**config.mk**
```make
export PLATFORM = sky130hd
export DESIGN_NAME = chan_addr_decoder
export DESIGN_NICKNAME = d
export VERILOG_FILES = /design/src/rtl/chad_pkg.sv /design/src/rtl/chad_mod3.sv /design/src/rtl/chad_index_gen.sv /design/src/rtl/chad_rule_match.sv /design/src/rtl/chad_cfg_regs.sv /design/src/rtl/chan_addr_decoder.sv
export SDC_FILE = /design/constraint.sdc
export NUM_CORES = 1
export LEC_CHECK = 0
export ABC_AREA = 1
export ABC_CLOCK_PERIOD_IN_PS = 12050
export CAP_MARGIN = 25
export CORE_MARGIN = 4
export CORE_UTILIZATION = 31
export CTS_CLUSTER_DIAMETER = 60
export DETAILED_ROUTE_END_ITERATION = 10
export HOLD_SLACK_MARGIN = 0.15
export SETUP_SLACK_MARGIN = 0.4
export SLEW_MARGIN = 20
export SYNTH_ARGS = -nofsm -noshare
export SYNTH_HDL_FRONTEND = slang
export SYNTH_SLANG_ARGS = --single-unit
```
**constraint.sdc**
```tcl
create_clock -name clk -period 12.05 [get_ports clk]
set_input_delay 3.0125 -clock clk [delete_from_list [all_inputs] [get_ports clk]]
set_output_delay 3.0125 -clock clk [all_outputs]
set_load 0.005 [all_outputs]
```
**src/rtl/chad_pkg.sv**
```systemverilog
package chad_pkg;

   // Interleave index source selected per rule
   typedef enum logic [1:0] {
      IMODE_LOW  = 2'b00,
      IMODE_XOR  = 2'b01,
      IMODE_MOD3 = 2'b10,
      IMODE_RSVD = 2'b11
   } imode_e;

endpackage

```
**src/rtl/chad_mod3.sv**
```systemverilog
// Residue modulo 3 by folding 2-bit digits (4 == 1 mod 3).
module chad_mod3 #(
   parameter int IN_W = 34
) (
   input  logic [IN_W-1:0] val,
   output logic [1:0]      res
);
   localparam int NGRP  = (IN_W + 1) / 2;
   localparam int PAD_W = 2 * NGRP;

   if (3 * NGRP > 255) begin : g_bad_width
      $error("chad_mod3: IN_W too large for 8-bit digit sum");
   end

   logic [PAD_W-1:0] padded;
   logic [7:0]       s1;
   logic [3:0]       s2;
   logic [2:0]       s3;
   logic [2:0]       s4;

   assign padded = PAD_W'(val);

   always_comb begin
      s1 = '0;
      for (int g = 0; g < NGRP; g++) begin
         s1 = s1 + 8'(padded[2*g +: 2]);
      end
   end

   // <= 12 after first fold, <= 6 after second
   assign s2 = 4'(s1[1:0]) + 4'(s1[3:2]) + 4'(s1[5:4]) + 4'(s1[7:6]);
   assign s3 = 3'(s2[1:0]) + 3'(s2[3:2]);

   always_comb begin
      s4 = (s3 >= 3'd3) ? s3 - 3'd3 : s3;
      if (s4 >= 3'd3) s4 = s4 - 3'd3;
   end

   assign res = s4[1:0];

endmodule

```
**src/rtl/chad_index_gen.sv**
```systemverilog
// Interleave index computation for the winning rule's mode.
module chad_index_gen
   import chad_pkg::*;
#(
   parameter int ADDR_W   = 40,
   parameter int LINE_LSB = 6,
   parameter int XOR_LSB  = 16,
   parameter int IDX_W    = 3
) (
   input  logic [ADDR_W-1:0] addr,
   input  logic [1:0]        mode,
   output logic [IDX_W-1:0]  idx,
   output logic [1:0]        residue
);
   localparam int LINE_W = ADDR_W - LINE_LSB;

   if (IDX_W != 3) begin : g_bad_idx
      $error("chad_index_gen: index width must be 3");
   end
   if (XOR_LSB + IDX_W > ADDR_W || LINE_LSB + IDX_W > XOR_LSB) begin : g_bad_pos
      $error("chad_index_gen: bit positions out of range");
   end

   logic [IDX_W-1:0] lo_bits;
   logic [IDX_W-1:0] hi_bits;

   assign lo_bits = addr[LINE_LSB +: IDX_W];
   assign hi_bits = addr[XOR_LSB  +: IDX_W];

   chad_mod3 #(.IN_W(LINE_W)) u_mod3 (
      .val (addr[ADDR_W-1:LINE_LSB]),
      .res (residue)
   );

   always_comb begin
      unique case (imode_e'(mode))
         IMODE_XOR:  idx = lo_bits ^ hi_bits;
         IMODE_MOD3: idx = {addr[LINE_LSB], residue};
         default:    idx = lo_bits;   // low bits and reserved
      endcase
   end

endmodule

```
**src/rtl/chad_rule_match.sv**
```systemverilog
// Half-open window compare for one rule.
module chad_rule_match #(
   parameter int KEY_W = 14
) (
   input  logic [KEY_W-1:0] key,
   input  logic [KEY_W-1:0] lo,
   input  logic [KEY_W-1:0] hi,
   input  logic             en,
   output logic             hit
);
   assign hit = en && (key >= lo) && (key < hi);
endmodule

```
**src/rtl/chad_cfg_regs.sv**
```systemverilog
// Rule and channel-table registers with a dword access port.
module chad_cfg_regs #(
   parameter int          NUM_RULES = 8,
   parameter int          LIMIT_W   = 14,
   parameter int          LIMIT_LSB = 6,
   parameter int          LIST_BITS = 16,
   parameter int          CFG_AW    = 8,
   parameter logic [31:0] RULE_BASE = 32'h80,
   parameter logic [31:0] LIST_BASE = 32'hC0
) (
   input  logic                                 clk,
   input  logic                                 rst_n,
   input  logic                                 cfg_we,
   input  logic [CFG_AW-1:0]                    cfg_addr,
   input  logic [31:0]                          cfg_wdata,
   output logic [31:0]                          cfg_rdata,
   output logic [NUM_RULES-1:0][LIMIT_W-1:0]    rule_limit,
   output logic [NUM_RULES-1:0][1:0]            rule_mode,
   output logic [NUM_RULES-1:0]                 rule_en,
   output logic [NUM_RULES-1:0][LIST_BITS-1:0]  rule_list
);
   localparam int DW_W    = CFG_AW - 2;
   localparam int RULE_DW = int'(RULE_BASE >> 2);
   localparam int LIST_DW = int'(LIST_BASE >> 2);

   if (LIMIT_LSB + LIMIT_W > 32 || LIMIT_LSB < 3) begin : g_bad_limit
      $error("chad_cfg_regs: bound field does not fit");
   end
   if (LIST_BITS > 32) begin : g_bad_list
      $error("chad_cfg_regs: channel table does not fit a dword");
   end

   logic [DW_W-1:0]      dw;
   logic [NUM_RULES-1:0] rule_sel;
   logic [NUM_RULES-1:0] list_sel;

   assign dw = cfg_addr[CFG_AW-1:2];

   for (genvar i = 0; i < NUM_RULES; i++) begin : g_rule
      assign rule_sel[i] = (dw == DW_W'(RULE_DW + i));
      assign list_sel[i] = (dw == DW_W'(LIST_DW + i));

      always_ff @(posedge clk) begin
         if (!rst_n) begin
            rule_limit[i] <= '0;
            rule_mode[i]  <= '0;
            rule_en[i]    <= 1'b0;
         end else if (cfg_we && rule_sel[i]) begin
            rule_limit[i] <= cfg_wdata[LIMIT_LSB +: LIMIT_W];
            rule_mode[i]  <= cfg_wdata[2:1];
            rule_en[i]    <= cfg_wdata[0];
         end
      end

      always_ff @(posedge clk) begin
         if (!rst_n) begin
            rule_list[i] <= '0;
         end else if (cfg_we && list_sel[i]) begin
            rule_list[i] <= cfg_wdata[LIST_BITS-1:0];
         end
      end

      // a write to a rule register lands in its enable bit
      assert_enable_written_R2: assert property (@(posedge clk) disable iff (!rst_n)
         (cfg_we && rule_sel[i]) |=> (rule_en[i] == $past(cfg_wdata[0])));
      // table registers hold unless addressed
      assert_list_hold_R2: assert property (@(posedge clk) disable iff (!rst_n)
         !(cfg_we && list_sel[i]) |=> $stable(rule_list[i]));
   end

   always_comb begin
      cfg_rdata = '0;
      for (int i = 0; i < NUM_RULES; i++) begin
         if (rule_sel[i]) begin
            cfg_rdata[LIMIT_LSB +: LIMIT_W] = rule_limit[i];
            cfg_rdata[2:1]                  = rule_mode[i];
            cfg_rdata[0]                    = rule_en[i];
         end
         if (list_sel[i]) begin
            cfg_rdata[LIST_BITS-1:0] = rule_list[i];
         end
      end
   end

endmodule

```
**src/rtl/chan_addr_decoder.sv**
```systemverilog
// Address-to-channel decoder: range rules, per-rule interleave, one register stage.
module chan_addr_decoder #(
   parameter int          NUM_RULES = 8,
   parameter int          ADDR_W    = 40,
   parameter int          LIMIT_W   = 14,
   parameter int          LIMIT_LSB = 6,
   parameter int          LINE_LSB  = 6,
   parameter int          XOR_LSB   = 16,
   parameter int          IDX_W     = 3,
   parameter int          CHAN_W    = 2,
   parameter int          CFG_AW    = 8,
   parameter logic [31:0] RULE_BASE = 32'h80,
   parameter logic [31:0] LIST_BASE = 32'hC0
) (
   input  logic              clk,
   input  logic              rst_n,
   input  logic              cfg_we,
   input  logic [CFG_AW-1:0] cfg_addr,
   input  logic [31:0]       cfg_wdata,
   output logic [31:0]       cfg_rdata,
   input  logic              req_valid,
   input  logic [ADDR_W-1:0] req_addr,
   output logic              resp_valid,
   output logic              resp_hit,
   output logic [CHAN_W-1:0] resp_chan
);
   localparam int LIST_LEN  = 1 << IDX_W;
   localparam int LIST_BITS = LIST_LEN * CHAN_W;
   localparam int KEY_LSB   = ADDR_W - LIMIT_W;

   if (KEY_LSB <= XOR_LSB + IDX_W - 1) begin : g_bad_key
      $error("chan_addr_decoder: bound bits overlap interleave bits");
   end
   if (NUM_RULES < 1) begin : g_bad_rules
      $error("chan_addr_decoder: need at least one rule");
   end

   logic [NUM_RULES-1:0][LIMIT_W-1:0]   rule_limit;
   logic [NUM_RULES-1:0][1:0]           rule_mode;
   logic [NUM_RULES-1:0]                rule_en;
   logic [NUM_RULES-1:0][LIST_BITS-1:0] rule_list;

   chad_cfg_regs #(
      .NUM_RULES (NUM_RULES),
      .LIMIT_W   (LIMIT_W),
      .LIMIT_LSB (LIMIT_LSB),
      .LIST_BITS (LIST_BITS),
      .CFG_AW    (CFG_AW),
      .RULE_BASE (RULE_BASE),
      .LIST_BASE (LIST_BASE)
   ) u_regs (
      .clk        (clk),
      .rst_n      (rst_n),
      .cfg_we     (cfg_we),
      .cfg_addr   (cfg_addr),
      .cfg_wdata  (cfg_wdata),
      .cfg_rdata  (cfg_rdata),
      .rule_limit (rule_limit),
      .rule_mode  (rule_mode),
      .rule_en    (rule_en),
      .rule_list  (rule_list)
   );

   logic [LIMIT_W-1:0]   key;
   logic [NUM_RULES-1:0] match;
   logic [NUM_RULES-1:0] win;

   assign key = req_addr[ADDR_W-1:KEY_LSB];

   for (genvar i = 0; i < NUM_RULES; i++) begin : g_match
      logic [LIMIT_W-1:0] lo;
      if (i == 0) begin : g_first
         assign lo = '0;
      end else begin : g_next
         assign lo = rule_limit[i-1];
      end
      chad_rule_match #(.KEY_W(LIMIT_W)) u_match (
         .key (key),
         .lo  (lo),
         .hi  (rule_limit[i]),
         .en  (rule_en[i]),
         .hit (match[i])
      );
   end

   // Lowest index wins
   always_comb begin
      logic found;
      found = 1'b0;
      win   = '0;
      for (int i = 0; i < NUM_RULES; i++) begin
         if (match[i] && !found) begin
            win[i] = 1'b1;
            found  = 1'b1;
         end
      end
   end

   logic [1:0]           sel_mode;
   logic [LIST_BITS-1:0] sel_list;

   always_comb begin
      sel_mode = '0;
      sel_list = '0;
      for (int i = 0; i < NUM_RULES; i++) begin
         sel_mode = sel_mode | (rule_mode[i] & {2{win[i]}});
         sel_list = sel_list | (rule_list[i] & {LIST_BITS{win[i]}});
      end
   end

   logic [IDX_W-1:0] idx;
   logic [1:0]       residue;

   chad_index_gen #(
      .ADDR_W   (ADDR_W),
      .LINE_LSB (LINE_LSB),
      .XOR_LSB  (XOR_LSB),
      .IDX_W    (IDX_W)
   ) u_idx (
      .addr    (req_addr),
      .mode    (sel_mode),
      .idx     (idx),
      .residue (residue)
   );

   logic              nxt_hit;
   logic [CHAN_W-1:0] nxt_chan;

   assign nxt_hit  = |match;
   assign nxt_chan = nxt_hit ? sel_list[idx*CHAN_W +: CHAN_W] : '0;

   always_ff @(posedge clk) begin
      if (!rst_n) begin
         resp_valid <= 1'b0;
         resp_hit   <= 1'b0;
         resp_chan  <= '0;
      end else begin
         resp_valid <= req_valid;
         if (req_valid) begin
            resp_hit  <= nxt_hit;
            resp_chan <= nxt_chan;
         end
      end
   end

   // result strobe trails the request by exactly one cycle
   assert_resp_follows_req_R10: assert property (@(posedge clk) disable iff (!rst_n)
      req_valid |=> resp_valid);
   assert_no_spurious_resp_R10: assert property (@(posedge clk) disable iff (!rst_n)
      !req_valid |=> !resp_valid);
   // a miss reports channel zero
   assert_miss_chan_zero_R5: assert property (@(posedge clk) disable iff (!rst_n)
      (resp_valid && !resp_hit) |-> (resp_chan == '0));
   // with every rule disabled nothing can hit
   assert_disabled_miss_R3: assert property (@(posedge clk) disable iff (!rst_n)
      (req_valid && (rule_en == '0)) |=> !resp_hit);
   // at most one rule decides
   assert_single_winner_R4: assert property (@(posedge clk) disable iff (!rst_n)
      $onehot0(win));
   // residue is always a legal mod-3 value
   assert_mod3_range_R8: assert property (@(posedge clk) disable iff (!rst_n)
      residue != 2'b11);

endmodule

```
== Word-level counts from Yosys, hierarchy flattened ==
Cells that the tools add are included.

* Bits in registers: 268
* Bits of input ports: 84
* Output and inout bits: 36
* Word-level logic and storage cells: 214

* Add/sub/neg operators: 22
* $lt $le $gt $ge: 18
* Eq/ne operators: 18
* Shifts and indexed selects: 1
* Multiplexer cells: 42
* Bitwise logic cells: 31
* Reduce and logical (&&, ||, !) cells: 47

{| class="wikitable"
|+ Operator list
! operator !! count
|-
| $and 16x16->16 || 8
|-
| $mux 16 || 8
|-
| $lt 14x14->1 || 8
|-
| $mux 14 || 8
|-
| $or 16x16->16 || 7
|-
| $ge 14x14->1 || 7
|-
| $eq 6x6->1 const B || 16
|-
| $add 8x2->8 || 10
|-
| $logic_and 1x1->1 || 39
|-
| $mux 3 || 9
|-
| $and 2x2->2 || 8
|-
| $shiftx 16x5->2 || 1
|-
| $ge 14x1->1 const B || 1
|-
| $mux 1 || 14
|-
| $or 2x2->2 || 7
|-
| $add 2x2->3 || 3
|-
| $add 3x2->4 || 2
|-
| $add 7x2->8 || 1
|-
| $reduce_or 8->1 || 1
|-
| $add 6x2->7 || 1
|-
| $logic_not 1->1 || 7
|-
| $add 5x2->6 || 1
|-
| $ge 3x2->1 const B || 2
|-
| $pmux 3 s2 || 1
|-
| 8 further kinds || 9
|}

== Logic depth before layout (Yosys ltp) ==
Gate-level depths: netlist of the first run.

* Word-level depth: 31
* Depth in mapped cells: 46
* Mapped depth without buffers: 45

== By module ==
From an unflattened synthesis of the first run, not the netlist that was laid out.

* Cells, all modules: 3157
* Area total of the unflattened synthesis: 20656.1 µm²

{| class="wikitable"
|+ By module, submodules not included
! module !! times used !! cells an instance !! area each (µm²) !! seq. area each (µm²)
|-
| chad_cfg_regs || 1 || 1667 || 11597.4 || 5285.1
|-
| chad_rule_match || 8 || 126 || 759.5 || 0.0
|-
| chan_addr_decoder || 1 || 305 || 1540.2 || 80.1
|-
| chad_mod3 || 1 || 148 || 1305.0 || 0.0
|-
| chad_index_gen || 1 || 29 || 137.6 || 0.0
|}

== Least setup slack after synthesis of the first run ==
No wires, ideal clock.

* Kind: input to register
* Start point: input port req_addr[7]
* End point: register resp_chan[0]
* Library setup time: 0.131 ns
* Arrival time: 10.536 ns
* Data required time: 11.919 ns
* Path slack: 1.383 ns
* Stages: 44
* Path buffers: 1
* Cells stage by stage: inv_1 -> fa_1 -> inv_1 -> fa_1 -> fa_1 -> fa_1 -> inv_1 -> fa_1 -> inv_1 -> ha_1 -> nand2_1 -> o21ai_0 -> a21o_1 -> a21oi_1 -> fa_1 -> inv_1 -> ha_1 -> ha_1 -> [... 8 more ...] -> inv_1 -> nand3_1 -> nand2_1 -> nand3_1 -> nand2_1 -> nand2_1 -> clkbuf_1 -> nand2_1 -> inv_1 -> nand2_1 -> nor2_1 -> nand3_1 -> nor2_1 -> nand3_1 -> nand3_1 -> nand3_1 -> nand3_1 -> a21oi_2

* Word-level cells in the longest chain between the ends: 27
* Elaborated cells between the ends (all ways): 30
* Classes of those cells: 22 x add/sub; 2 x order compare; 1 x shift; 4 x mux; 1 x bitwise

{| class="wikitable"
|+ Ends and longest elaborated chain
! element !! line !! RTL
|-
| from (decl) || chan_addr_decoder.sv:22 || <nowiki>input logic [ADDR_W-1:0] req_addr,</nowiki>
|-
| $add 2x2->3 || chad_mod3.sv:26 || <nowiki>s1 = s1 + 8'(padded[2*g +: 2]);</nowiki>
|-
| $add 3x2->4 || chad_mod3.sv:26 ||
|-
| $add 4x2->5 || chad_mod3.sv:26 ||
|-
| $add 5x2->6 || chad_mod3.sv:26 ||
|-
| $add 6x2->7 || chad_mod3.sv:26 ||
|-
| $add 7x2->8 || chad_mod3.sv:26 ||
|-
| $add 8x2->8 (10 in a row) || chad_mod3.sv:26 ||
|-
| $add 2x2->3 || chad_mod3.sv:31 || <nowiki>assign s2 = 4'(s1[1:0]) + 4'(s1[3:2]) + 4'(s1[5:4]) + 4'(s1[7:6]);</nowiki>
|-
| [... 2 more ...] || n/a ||
|-
| $add 2x2->3 || chad_mod3.sv:32 || <nowiki>assign s3 = 3'(s2[1:0]) + 3'(s2[3:2]);</nowiki>
|-
| $sub 3x2->3 / $ge 3x2->1 (equally long branches) || chad_mod3.sv:35 || <nowiki>s4 = (s3 >= 3'd3) ? s3 - 3'd3 : s3;</nowiki>
|-
| $mux 3 || chad_mod3.sv:35 ||
|-
| $ge 3x2->1 / $sub 2x2->2 (equally long branches) || chad_mod3.sv:36 || <nowiki>if (s4 >= 3'd3) s4 = s4 - 3'd3;</nowiki>
|-
| $mux 2 || chad_mod3.sv:36 ||
|-
| $pmux 3 s2 * || chad_index_gen.sv:36 || <nowiki>unique case (imode_e'(mode))</nowiki>
|-
| $shiftx 16x5->2 * || chan_addr_decoder.sv:130 || <nowiki>assign nxt_chan = nxt_hit ? sel_list[idx*CHAN_W +: CHAN_W] : '0;</nowiki>
|-
| $mux 2 * || chan_addr_decoder.sv:130 ||
|-
| to (signal assigned) || chan_addr_decoder.sv:141 || <nowiki>resp_chan <= nxt_chan;</nowiki>
|-
| to (decl) || chan_addr_decoder.sv:25 || <nowiki>output logic [CHAN_W-1:0] resp_chan</nowiki>
|}

Every way passes the cells marked *; elsewhere a longest branch is shown, timed or not.
A chain may end at the register's enable or synchronous reset.

== Worst setup path after layout of the first run ==
Ends and elaborated chain as after synthesis.

==> results of run 1 <==
-- power by group through the flow --
stage | registers, uW | clock network (uW) | logic, uW
after floorplan | 915 | 0 | 2870
after global placement | 916 | 0 | 3360
after detailed placement | 916 | 0 | 3540
after CTS | 897 | 1090 | 3570
after global routing | 897 | 1120 | 4530
final | 897 | 1070 | 3950
-- placed cells by master (no fill, tap or decap), types with 28 or more instances in the layout --
| cell type | n |
|---|---|
| clkbuf_16 | 37 |
| dfxtp_1 | 268 |
| nand3_1 | 136 |
| nor2_1 | 322 |
| inv_1 | 314 |
| o21ai_0 | 296 |
| clkdlybuf4s50_1 | 86 |
| nand4_1 | 28 |
| nand2_1 | 327 |
| a21oi_1 | 272 |
| buf_4 | 35 |
| ha_1 | 126 |
| fa_1 | 31 |
-- final cells by class --
cell class              instances  area, um2
multi-input cells            1683       9490
clock buffers                  47       1010
flip-flops and latches        268       5370
clock inverters                10        153
fillers                      5510      33500
inverters                     322       1210
well taps                     688        861
repair buffers                125       1180
-- synth_stat cells, types with 3 or more instances --
master | number | area, um2
o21ai_0 | 298 | 1490
buf_1 | 3 | 11.3
a22oi_1 | 12 | 90.1
clkinv_1 | 3 | 11.3
buf_2 | 4 | 20.0
buf_4 | 16 | 120
nand3_1 | 137 | 686
nor3_1 | 8 | 40.0
inv_2 | 5 | 18.8
nand4_1 | 28 | 175
a21oi_1 | 272 | 1360
dfxtp_1 | 268 | 5370
xnor2_1 | 3 | 26.3
clkbuf_1 | 103 | 387
fa_1 | 31 | 621
nand2_2 | 5 | 31.3
o211ai_1 | 16 | 120
nand2_1 | 327 | 1230
a21oi_2 | 3 | 26.3
inv_1 | 314 | 1180
o22ai_1 | 8 | 50.1
o221ai_1 | 4 | 35.0
nor2_2 | 5 | 31.3
nor2_1 | 323 | 1210
o2111ai_1 | 21 | 184
ha_1 | 126 | 1580
nor2_4 | 4 | 45.0
nand3_2 | 4 | 40.0
-- state kept, by name, indices dropped and copies added (netlist names) --
| register | count |
|---|---|
| u_regs.rule_limit | 112 |
| resp_chan | 2 |
| u_regs.rule_mode | 16 |
| u_regs.rule_list | 128 |
| u_regs.rule_en | 8 |
| resp_valid | 1 |
| resp_hit | 1 |
-- routing by layer --
layer | vias up | track usage, % | share of wire (%) | wire [um]
met5 | - | 0 | 0 | 0
met4 | 0 | 7.83 | 3.9 | 2250
met3 | 136 | 3.18 | 7.3 | 4200
met2 | 623 | 33.5 | 48 | 27500
met1 | 7679 | 25.0 | 41 | 23900
li1 | 7976 | - | - | -
-- worst min-delay path by stage --
stage	to	slack (ps)	cells after the start
after floorplan	u_regs.rule_list[15]	440	2
after global placement	u_regs.rule_list[92]	450	2
after detailed placement	u_regs.rule_list[92]	460	2
after CTS	u_regs.rule_list[92]	470	2
after global routing	u_regs.rule_list[45]	490	2
final	u_regs.rule_list[92]	470	2
-- cells by family after synthesis --
family	Yosys count	synth area share [%]
adder cells (fa/ha/maj)	157	13.3
flip-flops	268	32.4
other	1	0.0226
buffers and inverters	449	10.6
AO/OA/AOI/OAI	652	21.1
XOR/XNOR	5	0.265
multiplexers	1	0.0605
AND/OR/NAND/NOR	856	22.2
-- worst register-to-register path: cells and delay by family (launching register included) --
kind / cells / cell delay [ps]
adder cells (fa/ha/maj): 2 / 660
flip-flops: 1 / 340
buffers and inverters: 5 / 450
AO/OA/AOI/OAI: 2 / 580
AND/OR/NAND/NOR: 22 / 3380
-- through the flow --
| stage | util, % | hold slack, ps | area (um2) | total power [uW] |
|---|---|---|---|---|
| floorplan | - | 439 | 16600 | 3780 |
| global placement | 34.2 | 451 | 18100 | 4270 |
| detailed placement | 34.2 | 460 | 18100 | 4460 |
| CTS | 36.4 | 468 | 19200 | 5560 |
| global route | 36.5 | 488 | 19300 | 6560 |
| finish | 36.5 | 469 | 19300 | 5920 |
==> impl_metrics.csv, run 1 <==
group,metric,value,unit
status,status,"completed",
timing,final.setup_skew,9.27,ps
cts,cts_root_buf,"clkbuf_16",
cts,cts_tree,"built",
power,power_density,307,nW/um2
setup_path,slowest_delay,570,ps
timing,worstMarginPinSlew,1040,ps
place,dp_slack,-24.8,ps
setup_path,crit_arrival,11670,ps
floorplan,ios,120,
global_route,grt_pass1_vias,15627,
layout,nNetsFinal,2675,
setup_path,end_kind,"flop",
setup_path,path_buf_inv,8,
routing,routed_via_density,5.22,
setup_path,r2r-start,"u_regs.rule_limit[9]",
setup_path,reg2reg_slack,6500,ps
floorplan,die_y,239,um
floorplan,core_region_area,52800,um2
power,clockPowerShare,18.2,%
global_route,grt_pass1_wl,89100,um
yosys,yosysUniqueCellTypes,52,
cts,hold_buffers,0,
floorplan,die_w,239,um
floorplan,rows,84,
setup_path,crit_fanout,16,
setup_path,worst-path-stages,45,
routing,first_pass_iters,5,
setup_path,slowest_stage,"fa_1",
layout,layout.cells.non_filler,3143,
cts,cts_resized,0,
floorplan,die_area,57200,um2
setup_path,crit_path_end,"resp_chan[0]",
routing,routedWlPerCell,18.4,um
worst_hold_path,hp-class,"reg -> reg",
cts,clk_pin_slew,60,ps
timing,slew_violations,0,
timing,period_needed,11290,ps
place,port_buffers,87,
setup_path,r2r_end,"resp_chan[0]",
cts,cts.htree.levels,2,
timing,finalHoldViolCount,0,
power,p_leak,0.00765,uW
power,swShare,48.4,%
cts,numClockSinks,268,
floorplan,start_util,31.4,%
yosys,yosysWarnings,0,
setup_path,crit_family,"adder cells",
timing,finalCritPeriodShare,93.7,%
cts,cts_inserted_buffers,34,
layout,synthToLayoutAreaGrowth,16.4,%
global_route,antenna_found_initial,0,
job,maxCapViolations,0,
layout,post_route_cells_drive_above_1_share,5.34,%
setup_path,rr_worst_depth,31,
place,globalplace.congestion,0.912,
worst_hold_path,min_from,"u_regs.rule_list[92]",
routing,drt_iter0_drc,1672,
power,p_seq_share,15.2,%
cts,cts.path.max_buffers,3,
yosys,syn_area,16600,um2
timing,setup_slack,756,ps
yosys,syn_inst,2389,
timing,relSlewSlack,30.2,%
timing,clock.fmax,88.5,MHz
yosys,ys_ff_latch,268,
power,vdd_ir_drop_max,1.28,mV
routing,drt-total-wl,57800,um
yosys,synth_ff_type,"dfxtp_1",
timing,setup_viol,0,
setup_path,start_kind,"input pin",
place,dp_cells,3084,
global_route,grt_max_degree,135,
timing,rsz0062_at_grt,"false",
setup_path,worstPathRequired,12420,ps
power,switchingPower,2860,uW
timing,setup-tns-final,0,ps
setup_path,critPathKind,"in -> reg",
routing,antenna_left,0,
power,p_int,3050,uW
layout,diodes,0,
power,combPwrFrac,66.7,%
yosys,syn_avg_cell_area,6.93,um2
routing,drc,0,
yosys,ys_seq_area_share,32.4,%
cts,post_cts.repair.setup_buffers,0,
yosys,synth_edf_count,0,
place,hpwl,43000,um
global_route,grt_overflow,0,
global_route,grtUsageTotal,19.7,%
routing,vias,16414,
yosys,async_flop_share,0,%
setup_path,startpoint,"req_addr[7]",
cts,clk_latency,520,ps
(Power assumes the default switching activity.)
==> run 2: changes to the inputs <==
Settings changed: HOLD_SLACK_MARGIN 0.15 to not set.
==> results of run 2 <==
Same layout as run 1: the final DEF is identical, and so are final timing and power.
